[config.mk]
export PLATFORM = sky130hd
export DESIGN_NAME = hsqrt_merge_unit
export DESIGN_NICKNAME = d
export VERILOG_FILES = /design/src/rtl/hsqrt_pkg.sv /design/src/rtl/hsqrt_classify.sv /design/src/rtl/hsqrt_root_core.sv /design/src/rtl/hsqrt_round_pack.sv /design/src/rtl/hsqrt_merge_unit.sv
export SDC_FILE = /design/constraint.sdc
export NUM_CORES = 1
export LEC_CHECK = 0
export ABC_AREA = 1
export ABC_CLOCK_PERIOD_IN_PS = 3500
export BUFFER_PORTS_ARGS = -buffer_cell sky130_fd_sc_hd__buf_2
export CORE_MARGIN = 5
export CORE_UTILIZATION = 52
export DETAILED_ROUTE_END_ITERATION = 6
export PLACE_DENSITY = 0.88
export SETUP_SLACK_MARGIN = 0.2
export SYNTH_ARGS = -nofsm -noshare
export SYNTH_HDL_FRONTEND = slang
export SYNTH_SLANG_ARGS = --single-unit
[constraint.sdc]
create_clock -name clk -period 3.5 [get_ports clk]
set_input_delay 0.35 -clock clk [delete_from_list [all_inputs] [get_ports clk]]
set_output_delay 0.35 -clock clk [all_outputs]
set_load 0.05 [all_outputs]
[src/rtl/hsqrt_pkg.sv]
// Shared constants and types for the half-precision square root unit.
// Assumes binary16 layout: sign, biased exponent, fraction.
package hsqrt_pkg;
    localparam int LANE_W = 16;
    localparam int EXP_W  = 5;
    localparam int FRAC_W = 10;
    localparam int BIAS   = 15;
    // root bits produced: hidden bit, fraction bits, one guard bit
    localparam int ITER   = FRAC_W + 2;
    localparam int RAD_W  = 2 * ITER;
    localparam int REM_W  = ITER + 4;
    localparam int LAT    = ITER + 2;

    localparam logic [LANE_W-1:0] DEF_QNAN =
        {1'b0, {EXP_W{1'b1}}, 1'b1, {(FRAC_W-1){1'b0}}};

    typedef enum logic [1:0] {
        RND_NEAR = 2'b00,
        RND_DOWN = 2'b01,
        RND_UP   = 2'b10,
        RND_ZERO = 2'b11
    } rnd_e;

    typedef enum logic [1:0] {
        ST_IDLE,
        ST_RUN,
        ST_FIN
    } st_e;
endpackage

[src/rtl/hsqrt_classify.sv]
// Operand classifier. Decides whether the operand takes a special-case
// result (zero, infinity, NaN, negative). Otherwise it normalises the
// significand, makes the exponent even and produces the radicand for
// the recurrence together with the biased result exponent.
// Assumes a purely combinational use in the start cycle.
module hsqrt_classify import hsqrt_pkg::*; (
    input  logic [LANE_W-1:0] op,
    output logic              special,
    output logic [LANE_W-1:0] spec_val,
    output logic              raise_inv,
    output logic              raise_den,
    output logic [RAD_W-1:0]  radicand,
    output logic [EXP_W-1:0]  res_exp
);
    localparam int SE_W = EXP_W + 3;

    logic              sgn;
    logic [EXP_W-1:0]  ex;
    logic [FRAC_W-1:0] fr;
    logic              ex_max, ex_zero, fr_zero;
    int                lz;
    logic [FRAC_W:0]   mant;
    logic [FRAC_W+1:0] madj;
    logic signed [SE_W-1:0] ue, ue_even, half_e;

    assign sgn     = op[LANE_W-1];
    assign ex      = op[LANE_W-2:FRAC_W];
    assign fr      = op[FRAC_W-1:0];
    assign ex_max  = &ex;
    assign ex_zero = ~|ex;
    assign fr_zero = ~|fr;

    // leading-zero count of the fraction (highest set bit wins)
    always_comb begin
        lz = 0;
        for (int i = 0; i < FRAC_W; i++) begin
            if (fr[i]) lz = FRAC_W - 1 - i;
        end
    end

    // normalise the significand and pick an even exponent
    always_comb begin
        if (ex_zero) begin
            mant = {1'b0, fr} << (lz + 1);
            ue   = SE_W'(-BIAS - lz);
        end else begin
            mant = {1'b1, fr};
            ue   = SE_W'(int'(ex) - BIAS);
        end
        if (ue[0]) begin
            madj    = {mant, 1'b0};
            ue_even = ue - SE_W'(1);
        end else begin
            madj    = {1'b0, mant};
            ue_even = ue;
        end
        half_e   = ue_even >>> 1;
        res_exp  = half_e[EXP_W-1:0] + EXP_W'(BIAS);
        radicand = {madj, {ITER{1'b0}}};
    end

    // special-case results and invalid detection
    always_comb begin
        special   = 1'b1;
        spec_val  = op;
        raise_inv = 1'b0;
        if (ex_max) begin
            if (fr_zero) begin
                if (sgn) begin
                    spec_val  = DEF_QNAN;
                    raise_inv = 1'b1;
                end
            end else if (!fr[FRAC_W-1]) begin
                spec_val  = op | (LANE_W'(1) << (FRAC_W - 1));
                raise_inv = 1'b1;
            end
        end else if (ex_zero && fr_zero) begin
            spec_val = op;
        end else if (sgn) begin
            spec_val  = DEF_QNAN;
            raise_inv = 1'b1;
        end else begin
            special = 1'b0;
        end
    end

    assign raise_den = ex_zero & ~fr_zero;
endmodule

[src/rtl/hsqrt_root_core.sv]
// Restoring square-root recurrence. Each step consumes two radicand
// bits and yields one root bit, MSB first. After ITER steps `root_q`
// holds the truncated root and `rem_nz` flags a non-zero remainder.
// Assumes `load` and `step` are never high together.
module hsqrt_root_core import hsqrt_pkg::*; (
    input  logic             clk,
    input  logic             rst_n,
    input  logic             load,
    input  logic             step,
    input  logic [RAD_W-1:0] rad_in,
    output logic [ITER-1:0]  root_q,
    output logic             rem_nz
);
    logic [RAD_W-1:0] rad;
    logic [REM_W-1:0] rem, rem_sh, trial, rem_nx;
    logic             fits;

    // one trial subtraction of the recurrence
    always_comb begin
        rem_sh = {rem[REM_W-3:0], rad[RAD_W-1 -: 2]};
        trial  = REM_W'({root_q, 2'b01});
        fits   = rem_sh >= trial;
        rem_nx = fits ? rem_sh - trial : rem_sh;
    end

    // recurrence state: radicand shifter, partial root and remainder
    always_ff @(posedge clk) begin
        if (!rst_n) begin
            rad    <= '0;
            root_q <= '0;
            rem    <= '0;
        end else if (load) begin
            rad    <= rad_in;
            root_q <= '0;
            rem    <= '0;
        end else if (step) begin
            rad    <= rad << 2;
            root_q <= {root_q[ITER-2:0], fits};
            rem    <= rem_nx;
        end
    end

    assign rem_nz = |rem;
endmodule

[src/rtl/hsqrt_round_pack.sv]
// Rounds the root (hidden bit, fraction, guard) with the remainder as
// sticky information and packs a positive binary16 result. If the
// rounding carry reaches 2.0, the exponent is bumped.
// Assumes the root lies in [1, 2) and the exponent leaves headroom.
module hsqrt_round_pack import hsqrt_pkg::*; (
    input  logic [ITER-1:0]   root_q,
    input  logic              sticky,
    input  rnd_e              mode,
    input  logic [EXP_W-1:0]  exp_in,
    output logic [LANE_W-1:0] packed_out,
    output logic              inexact
);
    logic              guard, lsb, up, carry;
    logic [FRAC_W+1:0] sig;
    logic              unused_hidden;

    assign guard = root_q[0];
    assign lsb   = root_q[1];

    // increment decision for each rounding mode
    always_comb begin
        case (mode)
            RND_NEAR: up = guard & (sticky | lsb);
            RND_UP:   up = guard | sticky;
            default:  up = 1'b0;
        endcase
    end

    assign sig           = {1'b0, root_q[ITER-1:1]} + (FRAC_W+2)'(up);
    assign carry         = sig[FRAC_W+1];
    assign unused_hidden = sig[FRAC_W];
    assign packed_out    = {1'b0, exp_in + EXP_W'(carry), sig[FRAC_W-1:0]};
    assign inexact       = guard | sticky;
endmodule

[src/rtl/hsqrt_merge_unit.sv]
// Top level: scalar binary16 square root merged into a vector result.
// Captures all operands on an accepted start. Runs ITER recurrence
// steps, then a finish cycle that rounds, applies the lane mask (merge
// or zero) and registers the result, the flags and a done pulse.
// Assumes synchronous active-low reset. While busy, start is ignored.
module hsqrt_merge_unit import hsqrt_pkg::*; #(
    parameter int VEC_W = 128
) (
    input  logic              clk,
    input  logic              rst_n,
    input  logic              start,
    input  logic [VEC_W-1:0]  upper_src,
    input  logic [VEC_W-1:0]  root_src,
    input  logic [LANE_W-1:0] prior_low,
    input  logic              lane_mask,
    input  logic              mask_on,
    input  logic              zero_on,
    input  logic [1:0]        rnd_mode,
    output logic [VEC_W-1:0]  result,
    output logic              done,
    output logic              flag_invalid,
    output logic              flag_inexact,
    output logic              flag_denorm
);
    localparam int UP_W  = VEC_W - LANE_W;
    localparam int CNT_W = $clog2(ITER);

    st_e               st;
    logic [CNT_W-1:0]  cnt;
    logic              accept;
    logic [UP_W-1:0]   hi_q;
    logic [LANE_W-1:0] prior_q, spec_q, low_val, rounded;
    logic              wr_q, zero_q, spec_f, inv_q, den_q;
    rnd_e              rnd_q;
    logic [EXP_W-1:0]  exp_q;

    logic              c_special, c_inv, c_den;
    logic [LANE_W-1:0] c_spec_val;
    logic [RAD_W-1:0]  c_rad;
    logic [EXP_W-1:0]  c_exp;
    logic [ITER-1:0]   root_q;
    logic              rem_nz, inexact_w;
    logic              unused_hi;

    assign unused_hi = ^root_src[VEC_W-1:LANE_W];
    assign accept    = start && (st == ST_IDLE);

    hsqrt_classify i_cls (
        .op        (root_src[LANE_W-1:0]),
        .special   (c_special),
        .spec_val  (c_spec_val),
        .raise_inv (c_inv),
        .raise_den (c_den),
        .radicand  (c_rad),
        .res_exp   (c_exp)
    );

    hsqrt_root_core i_core (
        .clk    (clk),
        .rst_n  (rst_n),
        .load   (accept),
        .step   (st == ST_RUN),
        .rad_in (c_rad),
        .root_q (root_q),
        .rem_nz (rem_nz)
    );

    hsqrt_round_pack i_rnd (
        .root_q     (root_q),
        .sticky     (rem_nz),
        .mode       (rnd_q),
        .exp_in     (exp_q),
        .packed_out (rounded),
        .inexact    (inexact_w)
    );

    // sequencer: idle -> ITER recurrence steps -> finish
    always_ff @(posedge clk) begin
        if (!rst_n) begin
            st  <= ST_IDLE;
            cnt <= '0;
        end else begin
            case (st)
                ST_IDLE: if (accept) begin
                    st  <= ST_RUN;
                    cnt <= CNT_W'(ITER - 1);
                end
                ST_RUN: begin
                    if (cnt == '0) st <= ST_FIN;
                    else           cnt <= cnt - CNT_W'(1);
                end
                default: st <= ST_IDLE;
            endcase
        end
    end

    // capture of operands and of the special-case decision at start
    always_ff @(posedge clk) begin
        if (!rst_n) begin
            hi_q    <= '0;
            prior_q <= '0;
            spec_q  <= '0;
            wr_q    <= 1'b0;
            zero_q  <= 1'b0;
            spec_f  <= 1'b0;
            inv_q   <= 1'b0;
            den_q   <= 1'b0;
            rnd_q   <= RND_NEAR;
            exp_q   <= '0;
        end else if (accept) begin
            hi_q    <= upper_src[VEC_W-1:LANE_W];
            prior_q <= prior_low;
            spec_q  <= c_spec_val;
            wr_q    <= ~mask_on | lane_mask;
            zero_q  <= zero_on;
            spec_f  <= c_special;
            inv_q   <= c_inv;
            den_q   <= c_den;
            rnd_q   <= rnd_e'(rnd_mode);
            exp_q   <= c_exp;
        end
    end

    // low-lane selection: root, special value, zero or prior value
    always_comb begin
        if (!wr_q)       low_val = zero_q ? '0 : prior_q;
        else if (spec_f) low_val = spec_q;
        else             low_val = rounded;
    end

    // output registers, updated only in the finish cycle
    always_ff @(posedge clk) begin
        if (!rst_n) begin
            result       <= '0;
            done         <= 1'b0;
            flag_invalid <= 1'b0;
            flag_inexact <= 1'b0;
            flag_denorm  <= 1'b0;
        end else begin
            done <= 1'b0;
            if (st == ST_FIN) begin
                result       <= {hi_q, low_val};
                done         <= 1'b1;
                flag_invalid <= wr_q & inv_q;
                flag_inexact <= wr_q & ~spec_f & inexact_w;
                flag_denorm  <= wr_q & den_q;
            end
        end
    end
endmodule

==> qor.csv, run 1 <==
stage,metric,value,unit
synth,ys_seq_elements,334,
routing,wl_met3,3665,um
floorplanning,die_h,171.6,um
routing,drt_iter0_drc,1155,
floorplanning,num_io_pins,412,
routing,num_vias,12820,
synth,synthTopCellsByArea,"dfxtp_1 49%, o21ai_0 10%, nand2_1 8.8%",
routing,dr_wl_met2,17750,um
critical_path,start_kind,flop,
critical_path,required,3950,ps
critical_path,critPathMaxStageDelay,610,ps
global_routing,grt_max_degree,243,
cts,clk_latency,520,ps
timing,setup_tns,0,ps
cells_and_area,drive_above_1_share,20.19,%
critical_path,worstPathCellList,or4_1 > nor4_4 > nand3_2 > nand2_1 > a21oi_1 > ha_1 > nand3_1 > nor2_1 > nand2_2 > nor3_2 > nand3_1 > nor2_1 > ha_1 > ha_1 > nand2_1 > inv_1 > o21ai_1 > o211ai_1 > a21oi_1,
critical_path,cp_common_cell,ha_1,
synth,syn_area,0.01358,sq mm
cells_and_area,areaGrowthSynthToFinish,20.59,%
cts,clock-root-buffer,clkbuf_16,
cts,clock-sinks,334,
timing,fmax,322.3,MHz
power_and_ir_drop,power,10.28,mW
timing,skew,13.78,ps
timing,finalSetupViolations,0,
critical_path,crit_arrival,3550,ps
timing,final-max-slew-violation-count,0,
routing,wl_per_cell,16.24,um
place,placed_area,0.01517,sq mm
routing,dr.pass1.iters,5,
cells_and_area,fin_nets,2283,
synth,synth.top_cell.area_share,49.24,%
routing,topRoutingLayerUsed,met5,
synth,synth_commonest_cells,"334 x dfxtp_1, 318 x nand2_1, 280 x o21ai_0",
place,port_buffers,283,
synth,synth_top_area_cell,dfxtp_1,
place,dpl.hpwl,25910,um
hold_path,hold_class,in -> reg,
hold_path,min_from,upper_src[51],
timing,fin_ws,397.2,ps
cts,cts_tree,done,
synth,synthArstFlopShare,0,%
power_and_ir_drop,irDropWorstVdd,0.0004245,V
timing,tightest_slew,1130,ps
synth,ys_seq_area_share,49.24,%
synth,synth-edff-count,0,
global_routing,grt_pass1_wl,59590,um
timing,max-slew-margin-rel,24.68,%
timing,hold_viol,0,
job,max_cap_viol_count,0,
synth,ys_types,52,
cells_and_area,final_area,0.01638,sq mm
cts,cts_setup_buffers,0,
global_routing,grt_pass1_vias,12150,
floorplanning,start_util,52.41,%
global_routing,antenna_found_initial,9,
synth,synth_ff_type,dfxtp_1,
cts,clockBufferDepth,3,
routing,wl_met1,15100,um
synth,syn_inst,1743,
power_and_ir_drop,leakagePower,7.437,nW
cts,cts_buffers,35,
timing,min_period,3103,ps
floorplanning,die_x,171.6,um
place,place_ws,348.7,ps
critical_path,r2r-start,i_core.rem[4]$_SDFFE_PP0P_,
floorplanning,core_area,0.02591,sq mm
synth,synth_nets,2050,
routing,postRouteWirelength,38010,um
critical_path,cp_max_fo,4,
critical_path,startpoint,i_core.rem[4]$_SDFFE_PP0P_,
routing,drtAntennaViolNets,0,
power_and_ir_drop,power_density,627.8,mW/mm^2
place,gp_congestion,0.9144,
floorplanning,row_count,59,
cts,clk_pin_slew,60,ps
global_routing,grt_overflow,0,
cts,holdBufCountCts,0,
routing,via_per_inst,5.479,
global_routing,grt_usage,24.32,%
synth,avgSynthCellArea,7.791,sq um
routing,drc,0,
critical_path,critPathSlowestCell,or4_1,
critical_path,crit_type,reg -> reg,
synth,ys_warn_count,0,
floorplanning,dieArea,0.02945,sq mm
run_status,run_status,"finished, final reports clean",
cts,h-tree-depth,2,
timing,period_share,88.65,%
synth,yosysMostFrequentCell,dfxtp_1,
timing,rsz0062_at_grt,false,
timing,whs,20.22,ps
critical_path,end_kind,flop,
## cell families after synthesis
family                   after synthesis  synth area share (%)
AO/OA/AOI/OAI                        547                 21.96
AND/OR/NAND/NOR                      505                 16.04
flip-flops                           334                 49.24
buffers and inverters                308                 8.716
adder cells (fa/ha/maj)               27                 2.488
XOR/XNOR                              22                 1.557
## critical path, delay by kind of cell (launching register included)
family,cells,cell delay [ps]
AO/OA/AOI/OAI,4,440
flip-flops,1,330
adder cells (fa/ha/maj),3,590
AND/OR/NAND/NOR,11,1620
buffers and inverters,1,60
## final cells by class
type                       instances  area [sq um]
clock buffer                      47         991.0
clock inverter                    15         168.9
inverter                         209         788.3
antenna                            4         10.01
timing repair buffer             295          1546
fill                            2133          9535
multi-input combinational       1101          5766
tap                              335         419.2
sequential                       334          6686
## final timing paths
check / end / cells after the start / slack (ps)
max: result[12]$_SDFFE_PN0P_ / 19 / 400
min reg2reg: result[63]$_SDFFE_PN0P_ / 2 / 440
max reg2reg: result[12]$_SDFFE_PN0P_ / 19 / 400
min: hi_q[35]$_SDFFE_PN0P_ / 3 / 20
## cells in the final DEF, fill, tap and decap left out, types with 4 or more instances in the layout
| cell | synthesis | layout |
|---|---|---|
| inv_2 | 12 | 12 |
| o21ai_0 | 280 | 279 |
| o21ai_1 | 9 | 10 |
| diode_2 | 0 | 4 |
| o22ai_1 | 7 | 7 |
| o211ai_1 | 8 | 8 |
| or2_2 | 4 | 4 |
| nand2_2 | 5 | 6 |
| clkbuf_1 | 84 | 5 |
| nand2_4 | 5 | 5 |
| dfxtp_1 | 334 | 334 |
| nor2_1 | 61 | 58 |
| nor2_2 | 4 | 4 |
| a21oi_1 | 175 | 175 |
| a21o_1 | 5 | 5 |
| a31oi_1 | 16 | 16 |
| nand3_1 | 85 | 84 |
| xor2_1 | 18 | 18 |
| buf_2 | 5 | 282 |
| buf_4 | 1 | 10 |
| clkinv_2 | 0 | 10 |
| nor2_4 | 2 | 5 |
| clkbuf_16 | 0 | 35 |
| ha_1 | 27 | 27 |
| clkbuf_8 | 0 | 7 |
| nor3_1 | 5 | 4 |
| a22o_1 | 25 | 25 |
| nand2_1 | 318 | 317 |
| inv_1 | 193 | 193 |
| o221ai_1 | 5 | 5 |
## repair_timing
item / 4_1_cts / 5_1_grt
endpoints found under the setup margin: 0 / 3
gates resized for setup: 0 / 7
endpoints found under the hold margin: 0 / 0
## per-stage QoR
step / util, % / cells
final: 63.20 / 2340
after global routing: 63.20 / 2340
after CTS: 63.03 / 2336
after detailed placement: 58.55 / 2274
after global placement: 58.55 / 2274
after floorplan: - / 1743
## per-layer routing
metal / vias to the layer above / global-route usage, %
met3: 119 / 6.022
met1: 5878 / 31.17
met4: 10 / 9.990
met2: 591 / 39.41
li1: 6224 / -
met5: - / 0
## report_power, final
part | switching, mW | internal (mW) | total [mW]
combinational | 1.55 | 0.810 | 2.36
sequential | 0.160 | 4.08 | 4.24
clock | 1.52 | 2.16 | 3.68
total | 3.23 | 7.05 | 10.3
## flip-flops by register name, summed over array words and instances (netlist names), 2 cells and up
name and flops:
rnd_q 2, st 2, i_core.root_q 12, result 128
i_core.rem 16, spec_q 16, hi_q 112, cnt 4
exp_q 5, i_core.rad 12, prior_q 16
(Power assumes the default switching activity.)
==> run 2: changes to the inputs <==
--- a/config.mk
+++ b/config.mk
@@ -9,10 +9,11 @@
 export ABC_CLOCK_PERIOD_IN_PS = 3500
 export BUFFER_PORTS_ARGS = -buffer_cell sky130_fd_sc_hd__buf_2
 export CORE_MARGIN = 5
-export CORE_UTILIZATION = 52
+export CORE_UTILIZATION = 53
 export DETAILED_ROUTE_END_ITERATION = 6
 export PLACE_DENSITY = 0.88
 export SETUP_SLACK_MARGIN = 0.2
 export SYNTH_ARGS = -nofsm -noshare
 export SYNTH_HDL_FRONTEND = slang
+export SYNTH_HIERARCHICAL = 1
 export SYNTH_SLANG_ARGS = --single-unit
==> run 2 against run 1 <==
Via count increased by 16%. Clock power increased by 3%. Non-clock buffer count increased by 2. Wire length increased by 13%. Synthesized cell count increased by 21%. Cell area increased by 8.8%. Worst setup slack improved by 160 ps. Critical path depth decreased by 3. Critical endpoint is now result[14]$_SDFFE_PN0P_. Highest routed layer unchanged.
==> qor.csv, run 2 <==
stage,metric,value,unit,change
critical_path,path_buf_inv,1,,unchanged
place,gp_congestion,0.9059,,-0.93%
cells_and_area,top_regs,"result: 128 flops, hi_q: 112 flops, i_core/rad: 24 flops",,
global_routing,antenna_found_initial,5,,-4
synth,synthTopCellsByArea,"dfxtp_1 46%, nor2_1 14%, o21ai_0 11%",,
cells_and_area,mostFrequentLayoutCells,"568 x nor2_1, 346 x dfxtp_1, 322 x o21ai_0, 282 x buf_2, 241 x nand2_1",,
cells_and_area,largest_register_ff_count,128,,unchanged
place,dp_cells,2658,,+17%
job,max_cap_viol_count,0,,unchanged
cts,clockBufferDepth,3,,unchanged
cells_and_area,fillCellCount,2420,,+13%
critical_path,critPathMaxStageDelay,430,ps,-180 ps
timing,max-slew-margin-rel,20.39,%,-4.3 points
critical_path,start_kind,flop,,
synth,ys_seq_elements,346,,+3.6%
hold_path,hold_class,in -> reg,,
cts,clk_pin_slew,70,ps,about the same
floorplanning,num_io_pins,412,,unchanged
timing,fmax,339.6,MHz,+5.4%
cells_and_area,drive_above_1_share,17.58,%,-2.6 points
floorplanning,row_count,62,,+5.1%
power_and_ir_drop,clkPwrFrac,33.0,%,-2.8 points
synth,synth_top_area_cell,dfxtp_1,,
cts,h-tree-depth,2,,unchanged
critical_path,worstPathCellList,nor4_1 > nand4_1 > or2_1 > nand2_1 > a21oi_1 > ha_1 > inv_1 > nor2_4 > nand4_1 > nor2_1 > ha_1 > ha_1 > nand3_1 > xnor2_1 > o211ai_1 > a21oi_1,,
cells_and_area,layout_commonest_cell,nor2_1,,
routing,num_vias,14850,,+16%
power_and_ir_drop,irDropWorstVdd,0.0003245,V,-24%
timing,period_share,84.14,%,-4.5 points
synth,ys_types,46,,-12%
cts,holdBufCountCts,0,,unchanged
routing,postRouteWirelength,43110,um,+13%
routing,drc,0,,unchanged
global_routing,grt_pass1_wl,67720,um,+14%
run_status,run_status,"finished, final reports clean",,
timing,tightest_slew,1194,ps,+64.35 ps
synth,synth-edff-count,0,,unchanged
cells_and_area,regArea,0.006927,sq mm,+3.6%
synth,ys_seq_area_share,45.60,%,-3.6 points
power_and_ir_drop,power,11.51,mW,+12%
synth,synthArstFlopShare,0,%,unchanged
floorplanning,die_h,179.3,um,+4.5%
timing,final-max-slew-violation-count,0,,unchanged
timing,setup_tns,0,ps,unchanged
power_and_ir_drop,sw_frac_of_total,34.18,%,+2.8 points
synth,synth_commonest_cells,"569 x nor2_1, 346 x dfxtp_1, 322 x o21ai_0",,
timing,finalSetupViolations,0,,unchanged
cts,clk_latency,520,ps,about the same
critical_path,end_kind,flop,,
cells_and_area,largest-register,result,,
synth,syn_inst,2107,,+21%
cells_and_area,fin_cells,2719,,+16%
critical_path,required,3940,ps,about the same
cts,clock-root-buffer,clkbuf_16,,
global_routing,grt_overflow,0,,unchanged
place,port_buffers,283,,unchanged
synth,syn_area,0.01519,sq mm,+12%
cells_and_area,fin_nets,2617,,+15%
floorplanning,die_x,179.3,um,+4.5%
synth,synth_ff_type,dfxtp_1,,
global_routing,grt_max_degree,309,,+27%
timing,min_period,2945,ps,-158.0 ps
power_and_ir_drop,p_seq_share,39.4,%,-1.9 points
timing,rsz0062_at_grt,false,,
global_routing,grt_pass1_vias,13840,,+14%
synth,yosysMostFrequentCell,nor2_1,,
power_and_ir_drop,comb_power_share,27.7,%,+4.7 points
power_and_ir_drop,p_switching,3.934,mW,+22%
synth,synth.top_cell.area_share,45.60,%,-3.6 points
place,dpl.hpwl,29070,um,+12%
cts,ctsResizeCount,0,,unchanged
cts,cts_tree,done,,
routing,via_per_inst,5.463,,-0.30%
floorplanning,core_area,0.02847,sq mm,+9.9%
cells_and_area,areaGrowthSynthToFinish,17.34,%,
critical_path,cp_common_cell,ha_1,,
routing,dr.pass1.iters,5,,unchanged
floorplanning,start_util,53.36,%,+0.95 points
cts,cts_buffers,34,,-2.9%
power_and_ir_drop,leakagePower,8.616,nW,+16%
timing,hold_viol,0,,unchanged
critical_path,cp_max_fo,5,,+1
cells_and_area,multi_input_area,0.007198,sq mm,+25%
power_and_ir_drop,power_density,645.8,mW/mm^2,+2.9%
floorplanning,dieArea,0.03215,sq mm,+9.2%
critical_path,crit_type,reg -> reg,,
timing,skew,16.52,ps,+2.744 ps
global_routing,grt_usage,25.38,%,+1.1 points
critical_path,path_delay_family,simple AND/OR/NAND/NOR gates,,
critical_path,crit_arrival,3390,ps,-160 ps
synth,avgSynthCellArea,7.210,sq um,-7.5%
cts,clock-sinks,346,,+3.6%
routing,drtAntennaViolNets,0,,unchanged
synth,ys_warn_count,6,,+6
cells_and_area,final_core_util,62.61,%,-0.59 points
power_and_ir_drop,p_int,7.577,mW,+7.4%
routing,wl_per_cell,15.85,um,-2.4%
routing,drt_iter0_drc,1369,,+19%
critical_path,critPathSlowestCell,nor4_1,,
cts,cts_setup_buffers,0,,unchanged
[run 2: changes by cell type after synthesis, moves of 12 or more]
cell      delta
a21oi_1     -81
a22o_1      -25
a31oi_1     -12
buf_2       +30
buf_4       +15
dfxtp_1     +12
inv_1       -84
nand2_1     -77
nor2_1     +508
nor3_1      +14
o21ai_0     +42
o221ai_1    +13
xor2_1      -12
[run 2: area by class of cell]
class / count / area share (%)
well taps: 384 / 2.695
clock buffers: 46 / 5.475
repair buffers: 297 / 8.852
multi-input cells: 1506 / 40.38
clock inverters: 12 / 1.032
inverters: 125 / 2.660
diodes: 3 / 0.04212
flip-flops and latches: 346 / 38.86
[run 2: worst register-to-register path: cells and delay by family (launching register included)]
family                   cells  cell delay (ps)
AO/OA/AOI/OAI                3              360
XOR/XNOR                     1              130
adder cells (fa/ha/maj)      3              660
buffers and inverters        1              100
flip-flops                   1              350
AND/OR/NAND/NOR              8             1290
[run 2: cell families after synthesis]
group,after synthesis,synth area share (%)
adders and majority gates,27,2.224
AOI/OAI and AO/OA,473,16.62
other,2,0.04944
buffers and inverters,266,7.421
DFF,346,45.60
and+or+nand+nor,972,26.58
xor gates and xnor gates,21,1.507
[run 2: through the flow]
stage               hold slack, ps  setup WS, ps  instance area (sq um)
finish                       44.99         555.2                  17820
global route                 45.53         379.5                  17820
CTS                          30.70         624.9                  17820
detailed placement           449.6         526.5                  16660
global placement             441.8         535.6                  16660
floorplan                    429.2         841.5                  15230
[run 2: worst paths after layout]
check	startpoint	to	slack, ps	cells after the start
min reg2reg	spec_q[5]$_SDFFE_PN0P_	spec_q[5]$_SDFFE_PN0P_	460	2
max reg2reg	i_core/rem[9]$_SDFFE_PP0P_	result[14]$_SDFFE_PN0P_	560	16
min	mask_on	wr_q$_SDFFE_PN0P_	40	2
max	i_core/rem[9]$_SDFFE_PP0P_	result[14]$_SDFFE_PN0P_	560	16
[run 2: layer usage]
| layer | vias to the layer above | wire (um) | part of all wire (%) | track usage (%) |
|---|---|---|---|---|
| met3 | 102 | 3768 | 8.7 | 5.167 |
| li1 | 7234 | - | - | - |
| met1 | 6888 | 17620 | 41 | 32.12 |
| met4 | 4 | 1251 | 2.9 | 8.474 |
| met5 | - | 21 | 0.049 | 0 |
| met2 | 626 | 20450 | 47 | 43.41 |
[run 2: power by group through the flow]
stage / clock, mW / sequential [mW] / combinational [mW]
floorplan: 0 / 4.80 / 2.25
global placement: 0 / 4.59 / 3.09
detailed placement: 0 / 4.60 / 3.13
CTS: 3.84 / 4.52 / 3.16
global route: 4.00 / 4.57 / 3.54
finish: 3.79 / 4.53 / 3.19
